[config.mk]
export PLATFORM = sky130hd
export DESIGN_NAME = pmu_top
export DESIGN_NICKNAME = d
export VERILOG_FILES = /design/src/rtl/pmu_pkg.sv /design/src/rtl/pmu_down_cnt.sv /design/src/rtl/pmu_clk_gate.sv /design/src/rtl/pmu_seq.sv /design/src/rtl/pmu_top.sv
export SDC_FILE = /design/constraint.sdc
export NUM_CORES = 1
export LEC_CHECK = 0
export BUFFER_PORTS_ARGS = -buffer_cell sky130_fd_sc_hd__buf_2
export CAP_MARGIN = 20
export CORE_MARGIN = 2
export CORE_UTILIZATION = 50
export DETAILED_ROUTE_END_ITERATION = 7
export PLACE_DENSITY = 0.84
export SYNTH_ARGS = -nofsm -noshare
export SYNTH_HDL_FRONTEND = slang
export SYNTH_SLANG_ARGS = --single-unit
[constraint.sdc]
create_clock -name clk -period 4.9 [get_ports clk]
set_clock_uncertainty 0.1 [all_clocks]
set_input_delay 0.49 -clock clk [delete_from_list [all_inputs] [get_ports clk]]
set_output_delay 0.49 -clock clk [all_outputs]
set_load 0.02 [all_outputs]
[src/rtl/pmu_pkg.sv]
package pmu_pkg;

    typedef enum logic [1:0] {
        MODE_NORMAL = 2'd0,
        MODE_SLOW   = 2'd1,
        MODE_IDLE   = 2'd2,
        MODE_OFF    = 2'd3
    } pmu_mode_e;

    typedef enum logic [2:0] {
        ST_RUN, ST_SLOW, ST_LOCK, ST_IDLE, ST_OFF, ST_SETTLE
    } pmu_state_e;

    typedef struct packed {
        logic core_en;
        logic pll_en;
        logic on_ref;
        logic dom_en;
        logic periph_on;
    } pmu_ctl_t;

    function automatic pmu_ctl_t ctl_for(pmu_state_e s);
        pmu_ctl_t c;
        case (s)
            ST_SLOW:   c = '{core_en: 1'b1, pll_en: 1'b0, on_ref: 1'b1, dom_en: 1'b1, periph_on: 1'b1};
            ST_LOCK:   c = '{core_en: 1'b1, pll_en: 1'b1, on_ref: 1'b1, dom_en: 1'b1, periph_on: 1'b1};
            ST_IDLE:   c = '{core_en: 1'b0, pll_en: 1'b1, on_ref: 1'b0, dom_en: 1'b1, periph_on: 1'b1};
            ST_OFF:    c = '{core_en: 1'b0, pll_en: 1'b0, on_ref: 1'b1, dom_en: 1'b0, periph_on: 1'b0};
            ST_SETTLE: c = '{core_en: 1'b0, pll_en: 1'b1, on_ref: 1'b1, dom_en: 1'b1, periph_on: 1'b0};
            default:   c = '{core_en: 1'b1, pll_en: 1'b1, on_ref: 1'b0, dom_en: 1'b1, periph_on: 1'b1};
        endcase
        return c;
    endfunction

    function automatic pmu_mode_e mode_of(pmu_state_e s);
        case (s)
            ST_SLOW, ST_LOCK:  return MODE_SLOW;
            ST_IDLE:           return MODE_IDLE;
            ST_OFF, ST_SETTLE: return MODE_OFF;
            default:           return MODE_NORMAL;
        endcase
    endfunction

endpackage

[src/rtl/pmu_down_cnt.sv]
module pmu_down_cnt #(
    parameter int W = 8
) (
    input  logic         clk,
    input  logic         rst,
    input  logic         load,
    input  logic [W-1:0] load_val,
    output logic         zero
);
    logic [W-1:0] cnt_q;

    always_ff @(posedge clk) begin
        if (rst)
            cnt_q <= '0;
        else if (load)
            cnt_q <= load_val;
        else if (cnt_q != '0)
            cnt_q <= cnt_q - 1'b1;
    end

    assign zero = (cnt_q == '0);
endmodule

[src/rtl/pmu_clk_gate.sv]
module pmu_clk_gate (
    input  logic clk,
    input  logic rst,
    input  logic en,
    output logic gclk
);
    logic en_q;

    // Enable moves only while clk is low, so the AND never clips a high phase.
    always_ff @(negedge clk) begin
        if (rst)
            en_q <= 1'b0;
        else
            en_q <= en;
    end

    assign gclk = clk & en_q;
endmodule

[src/rtl/pmu_seq.sv]
module pmu_seq
    import pmu_pkg::*;
#(
    parameter int NIRQ       = 3,
    parameter int LOCK_W     = 8,
    parameter int SETTLE_CYC = 4
) (
    input  logic              clk,
    input  logic              rst,
    input  logic              mode_wr,
    input  pmu_mode_e         mode_req,
    input  logic [LOCK_W-1:0] lock_count,
    input  logic [NIRQ-1:0]   irq,
    input  logic              ext_wake,
    input  logic              rtc_alarm,
    output pmu_state_e        state,
    output logic              rst_release
);
    localparam logic [LOCK_W-1:0] SETTLE_VAL = LOCK_W'(SETTLE_CYC);

    pmu_state_e state_q, state_d;
    logic idle_pend_q;
    logic cnt_load, cnt_zero, rel_q;
    logic [LOCK_W-1:0] cnt_val;

    pmu_down_cnt #(.W(LOCK_W)) i_cnt (
        .clk(clk), .rst(rst), .load(cnt_load), .load_val(cnt_val), .zero(cnt_zero)
    );

    always_comb begin
        state_d  = state_q;
        cnt_load = 1'b0;
        cnt_val  = lock_count;
        case (state_q)
            ST_RUN: begin
                if (idle_pend_q)
                    state_d = ST_IDLE;
                else if (mode_wr && mode_req == MODE_SLOW)
                    state_d = ST_SLOW;
                else if (mode_wr && mode_req == MODE_OFF)
                    state_d = ST_OFF;
            end
            ST_SLOW: begin
                if (mode_wr && mode_req == MODE_NORMAL) begin
                    state_d  = ST_LOCK;
                    cnt_load = 1'b1;
                end
            end
            ST_LOCK:   if (cnt_zero) state_d = ST_RUN;
            ST_IDLE:   if (|irq) state_d = ST_RUN;
            ST_OFF: begin
                if (ext_wake || rtc_alarm) begin
                    state_d  = ST_SETTLE;
                    cnt_load = 1'b1;
                    cnt_val  = SETTLE_VAL;
                end
            end
            ST_SETTLE: if (cnt_zero) state_d = ST_RUN;
            default:   state_d = ST_RUN;
        endcase
    end

    always_ff @(posedge clk) begin
        if (rst) begin
            state_q     <= ST_RUN;
            idle_pend_q <= 1'b0;
            rel_q       <= 1'b0;
        end else begin
            state_q     <= state_d;
            idle_pend_q <= (state_q == ST_RUN) && !idle_pend_q
                           && mode_wr && (mode_req == MODE_IDLE);
            rel_q       <= (state_q == ST_SETTLE) && cnt_zero;
        end
    end

    assign state       = state_q;
    assign rst_release = rel_q;

    // idle entered only after the pending cycle
    a_r4_idle_after_pend: assert property (@(posedge clk) disable iff (rst)
        $rose(state_q == ST_IDLE) |-> $past(idle_pend_q));

    // any interrupt ends idle
    a_r4_idle_wake: assert property (@(posedge clk) disable iff (rst)
        (state_q == ST_IDLE && |irq) |=> (state_q == ST_RUN));

    // power-off holds without a legal wake source
    a_r5_off_hold: assert property (@(posedge clk) disable iff (rst)
        (state_q == ST_OFF && !ext_wake && !rtc_alarm) |=> (state_q == ST_OFF));

    // lock wait continues while the counter is running
    a_r6_lock_hold: assert property (@(posedge clk) disable iff (rst)
        (state_q == ST_LOCK && !cnt_zero) |=> (state_q == ST_LOCK));

    // release pulse only right after settling, and only one cycle long
    a_r7_release_src: assert property (@(posedge clk) disable iff (rst)
        rel_q |-> ($past(state_q == ST_SETTLE) && state_q == ST_RUN));
    a_r7_release_single: assert property (@(posedge clk) disable iff (rst)
        rel_q |=> !rel_q);
endmodule

[src/rtl/pmu_top.sv]
module pmu_top
    import pmu_pkg::*;
#(
    parameter int NPERIPH    = 4,
    parameter int NIRQ       = 3,
    parameter int LOCK_W     = 8,
    parameter int SETTLE_CYC = 4
) (
    input  logic               clk,
    input  logic               rst,
    input  logic               mode_wr_i,
    input  logic [1:0]         mode_wdata_i,
    input  logic               mask_wr_i,
    input  logic [NPERIPH-1:0] mask_wdata_i,
    input  logic [LOCK_W-1:0]  lock_count_i,
    input  logic [NIRQ-1:0]    irq_i,
    input  logic               ext_wake_i,
    input  logic               rtc_alarm_i,
    input  logic               ext_ref_strap_i,
    output logic               core_clk_o,
    output logic [NPERIPH-1:0] periph_clk_o,
    output logic               pll_en_o,
    output logic               core_on_ref_o,
    output logic               ref_sel_o,
    output logic               pwr_dom_en_o,
    output logic               rst_release_o,
    output logic [1:0]         mode_o
);
    pmu_state_e         state;
    pmu_ctl_t           ctl;
    logic [NPERIPH-1:0] mask_q;
    logic               ref_sel_q;

    pmu_seq #(.NIRQ(NIRQ), .LOCK_W(LOCK_W), .SETTLE_CYC(SETTLE_CYC)) i_seq (
        .clk(clk), .rst(rst),
        .mode_wr(mode_wr_i), .mode_req(pmu_mode_e'(mode_wdata_i)),
        .lock_count(lock_count_i), .irq(irq_i),
        .ext_wake(ext_wake_i), .rtc_alarm(rtc_alarm_i),
        .state(state), .rst_release(rst_release_o)
    );

    always_ff @(posedge clk) begin
        if (rst) begin
            mask_q    <= '1;
            ref_sel_q <= ext_ref_strap_i;
        end else if (mask_wr_i) begin
            mask_q <= mask_wdata_i;
        end
    end

    assign ctl = ctl_for(state);

    pmu_clk_gate i_core_gate (.clk(clk), .rst(rst), .en(ctl.core_en), .gclk(core_clk_o));

    for (genvar g = 0; g < NPERIPH; g++) begin : g_periph
        pmu_clk_gate i_gate (
            .clk(clk), .rst(rst),
            .en(ctl.periph_on & mask_q[g]),
            .gclk(periph_clk_o[g])
        );
    end

    assign pll_en_o      = ctl.pll_en;
    assign core_on_ref_o = ctl.on_ref;
    assign pwr_dom_en_o  = ctl.dom_en;
    assign ref_sel_o     = ref_sel_q;
    assign mode_o        = mode_of(state);

    // power domain may only come up together with a settle start
    a_r5_dom_rise: assert property (@(posedge clk) disable iff (rst)
        $rose(pwr_dom_en_o) |-> $past(ext_wake_i || rtc_alarm_i));

    // reference selection is frozen outside reset
    a_r9_ref_frozen: assert property (@(posedge clk) disable iff (rst)
        !$past(rst) |-> $stable(ref_sel_o));
endmodule

## After elaboration in Yosys (flattened, before gate mapping)

Cells that the tools add are included.

| word-level totals | value |
|---|---|
| register bits | 23 |
| output and inout port bits | 12 |
| word-level logic and storage cells | 70 |

| operators by class | value |
|---|---|
| $add $sub $neg | 1 |
| eq/ne operators | 13 |
| mux-type cells | 17 |
| bitwise operators | 9 |
| reduce and logical (&&, ||, !) cells | 19 |

Operators by type and width:

| cell | count |
|---|---|
| $mux W8 | 4 |
| $pmux W5 S5 | 1 |
| $mux W3 | 7 |
| $pmux W3 S5 | 1 |
| $and A1 B1 Y1 | 9 |
| $logic_not A8 Y1 | 1 |
| $ne A2 B1 Y1 const B | 4 |
| $reduce_bool A8 Y1 | 1 |
| $sub A8 B1 Y8 const B | 1 |
| $logic_and A1 B1 Y1 | 7 |
| $eq A3 B2 Y1 const B | 2 |
| $eq A3 B3 Y1 const B | 2 |
| $pmux W2 S3 | 1 |
| $reduce_or A2 Y1 | 3 |
| $reduce_and A5 Y1 | 1 |
| $eq A2 B2 Y1 const B | 2 |
| $ne A4 B1 Y1 const B | 1 |
| $eq A3 B1 Y1 const B | 1 |
| $logic_not A3 Y1 | 1 |
| $reduce_or A3 Y1 | 1 |
| $eq A2 B1 Y1 const B | 1 |
| $logic_not A2 Y1 | 1 |
| $mux W1 | 2 |
| $pmux W1 S2 | 1 |
| other kinds (3) | 3 |

## Logic depth before layout (Yosys ltp)

| depth | value |
|---|---|
| depth in word-level cells | 6 |
| mapped depth | 7 |
| depth with buffers taken out | 7 |

## Cells and area by module

From an unflattened synthesis, not the netlist that was laid out.

| second synthesis, totals | value |
|---|---|
| cell total of the unflattened synthesis | 149 |
| area total of the unflattened synthesis | 1336.3 um^2 |

By module, submodules not included:

| module | times used | cells each | area an instance (um^2) | seq. area each (um^2) |
|---|---|---|---|---|
| pmu_down_cnt | 1 | 53 | 475.5 | 160.2 |
| pmu_seq | 1 | 49 | 394.1 | 100.1 |
| pmu_top | 1 | 27 | 272.8 | 110.1 |
| pmu_clk_gate | 5 | 4 | 38.8 | 20.0 |

==> results.json <==
{
  "status": "finished clean",
  "cp-end-kind": "output port",
  "synth_area_um2": 1260,
  "avgSynthCellArea_um2": 8.74,
  "post_cts_buffers": 0,
  "hold_viol_final": 0,
  "synth_edf_count": 1,
  "dr.max_layer_used": "met4",
  "drt_iter0_markers": 33,
  "worstPathMaxFanout": 1,
  "arrival_ns": 3.52,
  "row_count": 18,
  "crit_type": "reg -> out",
  "crit_required_ns": 4.31,
  "irDropWorstVdd_mv": 0.365,
  "rr_startpoint": "i_seq.state[1]",
  "cts_hold_buf": 0,
  "port_buffers": 35,
  "drt-wirelength-per-cell_um": 12.9,
  "synth_ff_type": "dfxtp_1",
  "clk_pin_slew_ns": 0.13,
  "antenna_found_initial": 0,
  "total_power_uw": 954,
  "dp_slack_ns": 1.08,
  "core_um2": 2430,
  "critPathLaunchType": "flop",
  "gp_congestion": 0.762,
  "relSlewSlack_pct": 61.0,
  "fin_ws_ns": 0.790,
  "met3_length_um": 210,
  "hold_path_class": "in -> reg",
  "synthDistinctLibCells": 42,
  "antenna_left": 0,
  "tritoncts": "done",
  "cap_viol_max_count": 0,
  "rsz0062_at_grt": "false",
  "die_area_um2": 2930,
  "yosysTopAreaCell": "dfxtp_1",
  "wirelength_met1_um": 1170,
  "grt_overflow": 0,
  "ys_ff_latch": 23,
  "pwr_density_cell_nw_per_um2": 637,
  "yosys_warnings": 0,
  "remaining_drc_errors": 0,
  "hp-start": "ext_ref_strap_i",
  "crit_path_start": "i_core_gate.en_q",
  "post-synth-top-area-fraction_pct": 35.0,
  "viasPerCell": 5.41,
  "dr.pass1.iters": 4,
  "wl_um": 2740,
  "grt_pass1_wl_um": 4170,
  "grt_start_max_net_pins": 22,
  "fill_cells": 225,
  "setup_viol": 0,
  "synthTopCellsByCount": "dfxtp_1 (22), nor2_1 (15), nand2_1 (13)",
  "routed-via-count": 1146,
  "route.met2.wl_um": 1340,
  "grt_use_total_pct": 19.8,
  "syn_nets": 170,
  "fin_util_pct": 61.6,
  "synth-async-reset-ratio_pct": 0,
  "grt_pass1_vias": 1052,
  "num_io_pins": 36,
  "fin_tns_setup_ns": 0,
  "antennaDiodeCount": 0,
  "worst_pin_slew_ns": 0.584,
  "area_growth_syn_to_layout_pct": 19.1,
  "die_w_um": 54.2,
  "cts_resized": 0,
  "synth_most_common_cell": "dfxtp_1",
  "clkLatencyLatePin_ns": 0.42,
  "drive_above_1_share_pct": 28.6,
  "ys_top_cells_by_area": "dfxtp_1 (35%), and2_1 (4.5%), nor2_1 (4.5%)",
  "start_util_pct": 51.7,
  "fin_nets": 208,
  "p_leak_nw": 0.698,
  "hpwlAfterDp_um": 1930,
  "synthCells": 144,
  "synth_seq_area_share_pct": 37.4,
  "die_h_um": 54.2,
  "final_max_slew_viol_count": 0
}
## where the power goes
part / switching, mW / total [mW] / internal [mW]
registers: 0.0514 / 0.282 / 0.231
clock network: 0.118 / 0.266 / 0.148
logic: 0.219 / 0.406 / 0.187
## state kept, by name, summed over array words and instances (netlist names)
signal                cells
i_seq.i_cnt.cnt_q         8
g_periph.i_gate.en_q      4
mask_q                    4
i_seq.state               3
i_core_gate.en_q          1
i_seq.idle_pend_q         1
i_seq.rst_release         1
ref_sel_o                 1
## stage by stage
stage	cells	hold slack, ns	area (um2)
finish	212	0.142	1500
floorplan	144	0.421	1260
global route	212	0.124	1500
global placement	199	0.443	1400
CTS	212	0.134	1500
detailed placement	199	0.442	1400
## final timing paths
kind	endpoint	slack, ns	cells past startpoint
setup / recovery	core_clk_o	0.79	2
hold / removal	ref_sel_o	0.14	1
setup reg to reg	g_periph[1].i_gate.en_q	1.23	3
hold reg to reg	mask_q[0]	0.48	2
## worst max-delay path: stages (launching register included)
cell     delay, ns
dfxtp_1       0.29
and2_1        0.14
buf_2         0.15
## per-layer routing
layer | GRT usage [%] | vias to the layer above
met4 | 9.17 | 0
met1 | 21.7 | 530
met3 | 6.94 | 2
met2 | 33.9 | 39
li1 | - | 575
met5 | 0 | -
## layout make-up
cell class | instances | area, um2 | area share (%)
timing repair buffer | 30 | 150 | 10.0
inverter | 6 | 22.5 | 1.50
clock inverter | 6 | 48.8 | 3.26
tap | 30 | 37.5 | 2.50
multi-input combinational | 104 | 688 | 45.9
clock buffer | 13 | 81.3 | 5.43
sequential | 23 | 470 | 31.4
## cells by family (layout without fill, tap and decap cells)
group | count (synthesis) | after routing | synth area share (%)
flops | 23 | 23 | 37.4
mux | 5 | 5 | 4.08
xor+xnor | 5 | 5 | 3.48
simple gates | 68 | 68 | 30.8
fa+ha+maj | 2 | 2 | 1.99
buf+inv | 17 | 55 | 7.95
compound gates | 24 | 24 | 14.3
## cells in the final DEF, fill, tap and decap left out, types with 3 or more instances in the layout
master    instances
nand4_1           3
nor2b_1           6
buf_2            35
nand2_1          13
nor3b_1           4
and2_1            9
inv_1            11
nor4_1            4
a21oi_1           5
dfxtp_1          22
a211o_1           4
nor3_1            4
mux2i_1           4
nor2_1           15
clkbuf_4          7
xnor2_1           5
Note: power is estimated with default switching activity, not from simulation.
